--- src/rtl/psu_pkg.sv ---
package psu_pkg;
  typedef enum logic [3:0] {
    OP_IDLE      = 4'd0,
    OP_MOVE_TO   = 4'd1,
    OP_MOVE_FROM = 4'd2,
    OP_RETURN    = 4'd3,
    OP_IEN_SET   = 4'd4,
    OP_IEN_CLR   = 4'd5,
    OP_BR_F      = 4'd8,
    OP_BR_T      = 4'd9,
    OP_BR_FL     = 4'd10,
    OP_BR_TL     = 4'd11
  } op_e;

  localparam int BIT_EXL = 1;
  localparam int BIT_ERL = 2;
  localparam int KSU_LO  = 3;
  localparam int KSU_HI  = 4;
  localparam int BIT_EIE = 16;
  localparam int BIT_EDI = 17;

  localparam logic [31:0] STATUS_RD_MASK = 32'hF0C7_9C1F;
  localparam logic [31:0] CFG_FIXED_MASK = 32'h0000_0FC0;
  localparam logic [31:0] CFG_FIXED_VAL  = 32'h0000_0440;
endpackage

--- src/rtl/psu_count.sv ---
module psu_count #(
  parameter int W = 32
) (
  input  logic         clk,
  input  logic         rst,
  input  logic         load,
  input  logic [W-1:0] load_val,
  output logic [W-1:0] count_q
);
  always_ff @(posedge clk) begin
    if (rst)       count_q <= '0;
    else if (load) count_q <= load_val;
    else           count_q <= count_q + W'(1);
  end
endmodule

--- src/rtl/psu_brcond.sv ---
module psu_brcond #(
  parameter int DMA_W = 10
) (
  input  logic [DMA_W-1:0] stat_in,
  input  logic [DMA_W-1:0] mask_in,
  output logic             cond
);
  logic [DMA_W-1:0] lane;

  for (genvar i = 0; i < DMA_W; i++) begin : g_lane
    assign lane[i] = stat_in[i] | ~mask_in[i];
  end

  assign cond = &lane;
endmodule

--- src/rtl/psu_state.sv ---
module psu_state
  import psu_pkg::*;
#(
  parameter int W          = 32,
  parameter int SEL_W      = 5,
  parameter int STATUS_IDX = 12,
  parameter int CONFIG_IDX = 16,
  parameter int EPC_IDX    = 14,
  parameter int ERREPC_IDX = 30
) (
  input  logic             clk,
  input  logic             rst,
  input  logic             wr_en,
  input  logic [SEL_W-1:0] wr_sel,
  input  logic [W-1:0]     wr_data,
  input  logic             do_ret,
  input  logic             do_ien_set,
  input  logic             do_ien_clr,
  output logic [W-1:0]     status_q,
  output logic [W-1:0]     cfg_q,
  output logic [W-1:0]     epc_q,
  output logic [W-1:0]     errepc_q,
  output logic [1:0]       mode_q
);
  logic [W-1:0] status_d;
  logic         priv_ok;
  logic [1:0]   mode_d;

  assign priv_ok = status_q[BIT_EDI] | status_q[BIT_EXL] | status_q[BIT_ERL] |
                   (status_q[KSU_HI:KSU_LO] == 2'b00);

  always_comb begin
    status_d = status_q;
    if (wr_en && wr_sel == SEL_W'(STATUS_IDX)) status_d = wr_data;
    if (do_ret) begin
      if (status_q[BIT_ERL]) status_d[BIT_ERL] = 1'b0;
      else                   status_d[BIT_EXL] = 1'b0;
    end
    if (do_ien_set && priv_ok) status_d[BIT_EIE] = 1'b1;
    if (do_ien_clr && priv_ok) status_d[BIT_EIE] = 1'b0;
  end

  assign mode_d = (status_d[BIT_EXL] | status_d[BIT_ERL]) ? 2'b00
                                                          : status_d[KSU_HI:KSU_LO];

  always_ff @(posedge clk) begin
    if (rst) begin
      status_q <= '0;
      cfg_q    <= W'(CFG_FIXED_VAL);
      epc_q    <= '0;
      errepc_q <= '0;
      mode_q   <= 2'b00;
    end else begin
      status_q <= status_d;
      mode_q   <= mode_d;
      if (wr_en && wr_sel == SEL_W'(CONFIG_IDX))
        cfg_q <= (wr_data & ~W'(CFG_FIXED_MASK)) | W'(CFG_FIXED_VAL);
      if (wr_en && wr_sel == SEL_W'(EPC_IDX))    epc_q    <= wr_data;
      if (wr_en && wr_sel == SEL_W'(ERREPC_IDX)) errepc_q <= wr_data;
    end
  end
endmodule

--- src/rtl/priv_status_unit.sv ---
module priv_status_unit
  import psu_pkg::*;
#(
  parameter int DATA_W     = 32,
  parameter int NREG       = 32,
  parameter int DMA_W      = 10,
  parameter int COUNT_IDX  = 9,
  parameter int STATUS_IDX = 12,
  parameter int EPC_IDX    = 14,
  parameter int CONFIG_IDX = 16,
  parameter int ERREPC_IDX = 30,
  localparam int SEL_W     = $clog2(NREG)
) (
  input  logic                clk,
  input  logic                rst,
  input  logic [3:0]          op_code,
  input  logic [SEL_W-1:0]    reg_sel,
  input  logic [DATA_W-1:0]   wr_data,
  input  logic [DATA_W-1:0]   pc_in,
  input  logic [DMA_W-1:0]    dma_stat_in,
  input  logic [DMA_W-1:0]    dma_mask_in,
  output logic                rd_valid,
  output logic [2*DATA_W-1:0] rd_data,
  output logic                redirect,
  output logic [DATA_W-1:0]   redirect_pc,
  output logic [1:0]          priv_mode,
  output logic                irq_en
);
  logic                is_wr, is_rd, is_ret, is_br, br_sense, br_likely, cond;
  logic [DATA_W-1:0]   status_q, cfg_q, epc_q, errepc_q, count_q, rd_word;
  logic [DATA_W-1:0]   gen_q [NREG];

  assign is_wr     = (op_code == OP_MOVE_TO);
  assign is_rd     = (op_code == OP_MOVE_FROM);
  assign is_ret    = (op_code == OP_RETURN);
  assign is_br     = (op_code[3:2] == 2'b10);
  assign br_sense  = op_code[0];
  assign br_likely = op_code[1];

  psu_count #(.W(DATA_W)) u_count (
    .clk      (clk),
    .rst      (rst),
    .load     (is_wr && reg_sel == SEL_W'(COUNT_IDX)),
    .load_val (wr_data),
    .count_q  (count_q)
  );

  psu_state #(
    .W(DATA_W), .SEL_W(SEL_W), .STATUS_IDX(STATUS_IDX),
    .CONFIG_IDX(CONFIG_IDX), .EPC_IDX(EPC_IDX), .ERREPC_IDX(ERREPC_IDX)
  ) u_state (
    .clk        (clk),
    .rst        (rst),
    .wr_en      (is_wr),
    .wr_sel     (reg_sel),
    .wr_data    (wr_data),
    .do_ret     (is_ret),
    .do_ien_set (op_code == OP_IEN_SET),
    .do_ien_clr (op_code == OP_IEN_CLR),
    .status_q   (status_q),
    .cfg_q      (cfg_q),
    .epc_q      (epc_q),
    .errepc_q   (errepc_q),
    .mode_q     (priv_mode)
  );

  psu_brcond #(.DMA_W(DMA_W)) u_brcond (
    .stat_in (dma_stat_in),
    .mask_in (dma_mask_in),
    .cond    (cond)
  );

  // plain scratch registers
  always_ff @(posedge clk) begin
    if (rst) begin
      for (int i = 0; i < NREG; i++) gen_q[i] <= '0;
    end else if (is_wr) begin
      gen_q[reg_sel] <= wr_data;
    end
  end

  always_comb begin
    if      (reg_sel == SEL_W'(STATUS_IDX)) rd_word = status_q & DATA_W'(STATUS_RD_MASK);
    else if (reg_sel == SEL_W'(CONFIG_IDX)) rd_word = cfg_q;
    else if (reg_sel == SEL_W'(COUNT_IDX))  rd_word = count_q;
    else if (reg_sel == SEL_W'(EPC_IDX))    rd_word = epc_q;
    else if (reg_sel == SEL_W'(ERREPC_IDX)) rd_word = errepc_q;
    else                                    rd_word = gen_q[reg_sel];
  end

  always_ff @(posedge clk) begin
    if (rst) begin
      rd_valid    <= 1'b0;
      rd_data     <= '0;
      redirect    <= 1'b0;
      redirect_pc <= '0;
    end else begin
      rd_valid <= is_rd;
      if (is_rd) rd_data <= {{DATA_W{rd_word[DATA_W-1]}}, rd_word};
      redirect <= 1'b0;
      if (is_ret) begin
        redirect    <= 1'b1;
        redirect_pc <= status_q[BIT_ERL] ? errepc_q : epc_q;
      end else if (is_br) begin
        if (cond == br_sense) begin
          redirect    <= 1'b1;
          redirect_pc <= wr_data;
        end else if (br_likely) begin
          redirect    <= 1'b1;
          redirect_pc <= pc_in + DATA_W'(4);
        end
      end
    end
  end

  assign irq_en = status_q[BIT_EIE];
endmodule

--- config.mk ---
export PLATFORM = sky130hd
export DESIGN_NAME = priv_status_unit
export DESIGN_NICKNAME = d
export VERILOG_FILES = /design/src/rtl/psu_pkg.sv /design/src/rtl/psu_count.sv /design/src/rtl/psu_brcond.sv /design/src/rtl/psu_state.sv /design/src/rtl/priv_status_unit.sv
export SDC_FILE = /design/constraint.sdc
export NUM_CORES = 2
export LEC_CHECK = 0
export BUFFER_PORTS_ARGS = -buffer_cell sky130_fd_sc_hd__buf_2
export CAP_MARGIN = 5
export CORE_MARGIN = 10
export CORE_UTILIZATION = 62
export CTS_CLUSTER_SIZE = 28
export DETAILED_ROUTE_END_ITERATION = 12
export PLACE_DENSITY_LB_ADDON = 0.05
export SLEW_MARGIN = 20
export SYNTH_ARGS = -nofsm -noshare
export SYNTH_HDL_FRONTEND = slang
export SYNTH_HIERARCHICAL = 1
export SYNTH_SLANG_ARGS = --single-unit
--- constraint.sdc ---
create_clock -name clk -period 2.75 [get_ports clk]
set_clock_uncertainty 0.1 [all_clocks]
set_input_delay 0.1375 -clock clk [delete_from_list [all_inputs] [get_ports clk]]
set_output_delay 0.1375 -clock clk [all_outputs]
set_load 0.02 [all_outputs]
==> out/qor.json <==
{
  "placement": {
    "gp_congestion": 0.955,
    "placed_cells": 6001,
    "buffer_ports.inserted": 195,
    "post-place-ws_ns": -0.303,
    "hpwl_reported_at_the_end_of_detailed_placement_um": 125000
  },
  "global_routing": {
    "number_of_antenna_violations_at_the_first_check_in_global_routing": 5,
    "grt_first_pass_wirelength_um": 280000,
    "grt_overflow_total": 0,
    "maximum_number_of_pins_on_one_net_before_global_route_repair": 128,
    "grtUsageTotal_pct": 35.9,
    "first_global_vias": 39800
  },
  "critical_path": {
    "ff2ff_setup_slack_ns": 0.08,
    "critical_path_buf_inv_count": 6,
    "path_class": "in -> reg",
    "crit_fanout": 7,
    "cells_along_the_critical_path": "dlygate4sd3_1, buf_4, nand3_4, nor4_4, buf_4, buf_4, nand4_1, xnor2_1, dlygate4sd3_1, o211ai_1, dlygate4sd3_1, a21oi_1",
    "end_kind": "register",
    "max_stage_delay_ns": 0.62,
    "crit_path_top_delay_cell": "dlygate4sd3_1",
    "crit_arrival_ns": 3.34,
    "timing.critical_path.required_ns": 3.25,
    "critical_path_source_type": "primary input",
    "worst_path_dominant_cell_family": "buffers and inverters"
  },
  "pwr": {
    "seq_power_share_pct": 50.6,
    "p_switching_w": 0.00999,
    "share_clk_of_total_power_pct": 40.6,
    "power.combinational.fraction_pct": 8.8,
    "leakagePower_nw": 24.9,
    "p_per_area_nw_per_um2": 628,
    "switching_share_pct": 23.8,
    "largest_voltage_drop_on_the_vdd_net_v": 0.000672,
    "cell_internal_pwr_w": 0.0320
  },
  "cells_and_area": {
    "layout.cells.most_common_list": "1,030 x and2_1, 1,024 x edfxtp_1, 452 x mux2i_1",
    "final_common_cell": "and2_1",
    "seqCellArea_sq_um": 34900,
    "final_nets": 5104,
    "final_layout_size_suffix_gt1_share_pct": 16.6,
    "final.fill_count": 6182,
    "area_delta_synth_final_pct": 15.6,
    "final-instance-count-excl-fill": 6353,
    "multi_input_area_sq_um": 20700
  },
  "sta": {
    "layout_setup_ws_ns": -0.0960,
    "worst-slew-pin-transition_ns": 1.23,
    "total_count_of_max_transition_violations_in_the_final_report": 0,
    "fmaxAchievable_mhz": 351,
    "setup_repair_after_global_routing_missed_its_margin": "true",
    "final_period_minus_worst_setup_slack_ns": 2.85,
    "setup-violations-final": 2,
    "layout_worst_path_cycle_share_pct": 103,
    "timing.slew.headroom_pct": 17.2,
    "timing.final.hold_violations": 0
  },
  "die": {
    "die_y_um": 325,
    "placementRows": 111,
    "floorplan.die_area_sq_um": 106000,
    "initial_utilization_pct": 62.8,
    "dieWidth_um": 325,
    "boundaryPins": 196,
    "core_area_sq_um": 92100
  },
  "clocking": {
    "clk_root_buffer_cell": "clkbuf_16",
    "cts.sink_count": 1232,
    "clock_latency_ns": 0.76,
    "htree_num_levels": 4,
    "clk_pin_slew_ns": 0.06,
    "max-clock-path-buffers": 3,
    "cts_tree": "done",
    "tritoncts.num_buffers": 130
  },
  "route": {
    "antenna_left": 0,
    "detailed_route_wire_length_um": 195000,
    "detailroute.via_count": 41800,
    "wire_per_inst_um": 30.7,
    "drc_marker_count_from_the_first_detailed_route_iteration": 6454,
    "viasPerCell": 6.58,
    "drt_first_pass_iters": 9,
    "drc": 0
  },
  "synthesis": {
    "syn-mean-instance-area_sq_um": 12.3,
    "synthesis.yosys.warnings": 6,
    "post_synth_inst_count": 4704,
    "post_synthesis_instance_area_sq_um": 57900
  },
  "flow_run": {
    "max_cap_violations": 0
  },
  "run_status": {
    "failed_checks": "negative setup slack",
    "run_status": "finished, violations left"
  },
  "worst_hold_path": {
    "min-delay-path-class": "in -> reg"
  }
}
==> power by group through the flow <==
stage               clock, W  sequential (W)  combinational, W
floorplan                  0          0.0216           0.00172
global placement           0          0.0216           0.00337
detailed placement         0          0.0216           0.00340
CTS                   0.0171          0.0212           0.00354
global route          0.0179          0.0213           0.00377
finish                0.0170          0.0212           0.00368
==> area by class of cell <==
class                   count  area share [%]
clock inverters            55           0.715
flip-flops and latches   1232            52.2
inverters                  25           0.140
clock buffers             179            5.38
multi-input cells        2992            31.0
diodes                      1         0.00374
repair buffers            626            8.19
well taps                1243            2.33
==> metrics by stage <==
step / total power, W / setup TNS [ns] / instance area [sq um] / hold slack (ns) / utilization [%]
3_5_place_dp: 0.0250 / -0.655 / 61600 / 0.347 / 66.9
4_1_cts: 0.0419 / 0 / 66800 / 0.0682 / 72.5
3_3_place_gp: 0.0250 / -0.392 / 61600 / 0.340 / 66.9
5_1_grt: 0.0430 / -0.142 / 66900 / 0.171 / 72.6
6_report: 0.0420 / -0.0994 / 66900 / 0.109 / 72.6
2_1_floorplan: 0.0233 / 0 / 57900 / 0.173 / -
==> routing by layer <==
layer	GRT usage [%]	up-vias	share of wire, %
li1	-	17700	-
met1	47.8	20500	37
met2	55.7	3024	46
met3	9.04	566	13
met4	15.7	2	5.0
met5	0	-	0.0067
==> sequential cells by signal (all words and copies together), names as in the netlist <==
signal	cells
u_state/mode_q	2
u_state/errepc_q	32
u_state/epc_q	32
u_state/cfg_q	26
redirect	1
u_state/status_q	18
rd_data	32
rd_valid	1
u_count/count_q	32
gen_q	1024
redirect_pc	32
==> worst paths after layout <==
path | from | to | cells after the start
worst max-delay path | pc_in[15] | redirect_pc[23] | 12
worst min-delay path | pc_in[2] | redirect_pc[4] | 6
worst max register to register | u_state/status_q[2] | redirect_pc[19] | 6
worst min register to register | u_state/status_q[29] | u_state/status_q[29] | 2
==> worst min-delay path, cell delays in order <==
cell and delay, ns:
buf_2 0.12, ha_2 0.24, xnor2_1 0.11, o21ai_0 0.16, a221oi_1 0.08, nor2_1 0.07
==> repair_timing <==
| action | CTS | global route |
|---|---|---|
| endpoints found under the setup margin | 0 | 12 |
| setup buffers | 0 | 3 |
| resized for setup | 0 | 14 |
| hold endpoints to repair | 283 | 0 |
| hold buffers | 114 | 0 |
(Power assumes the default switching activity.)
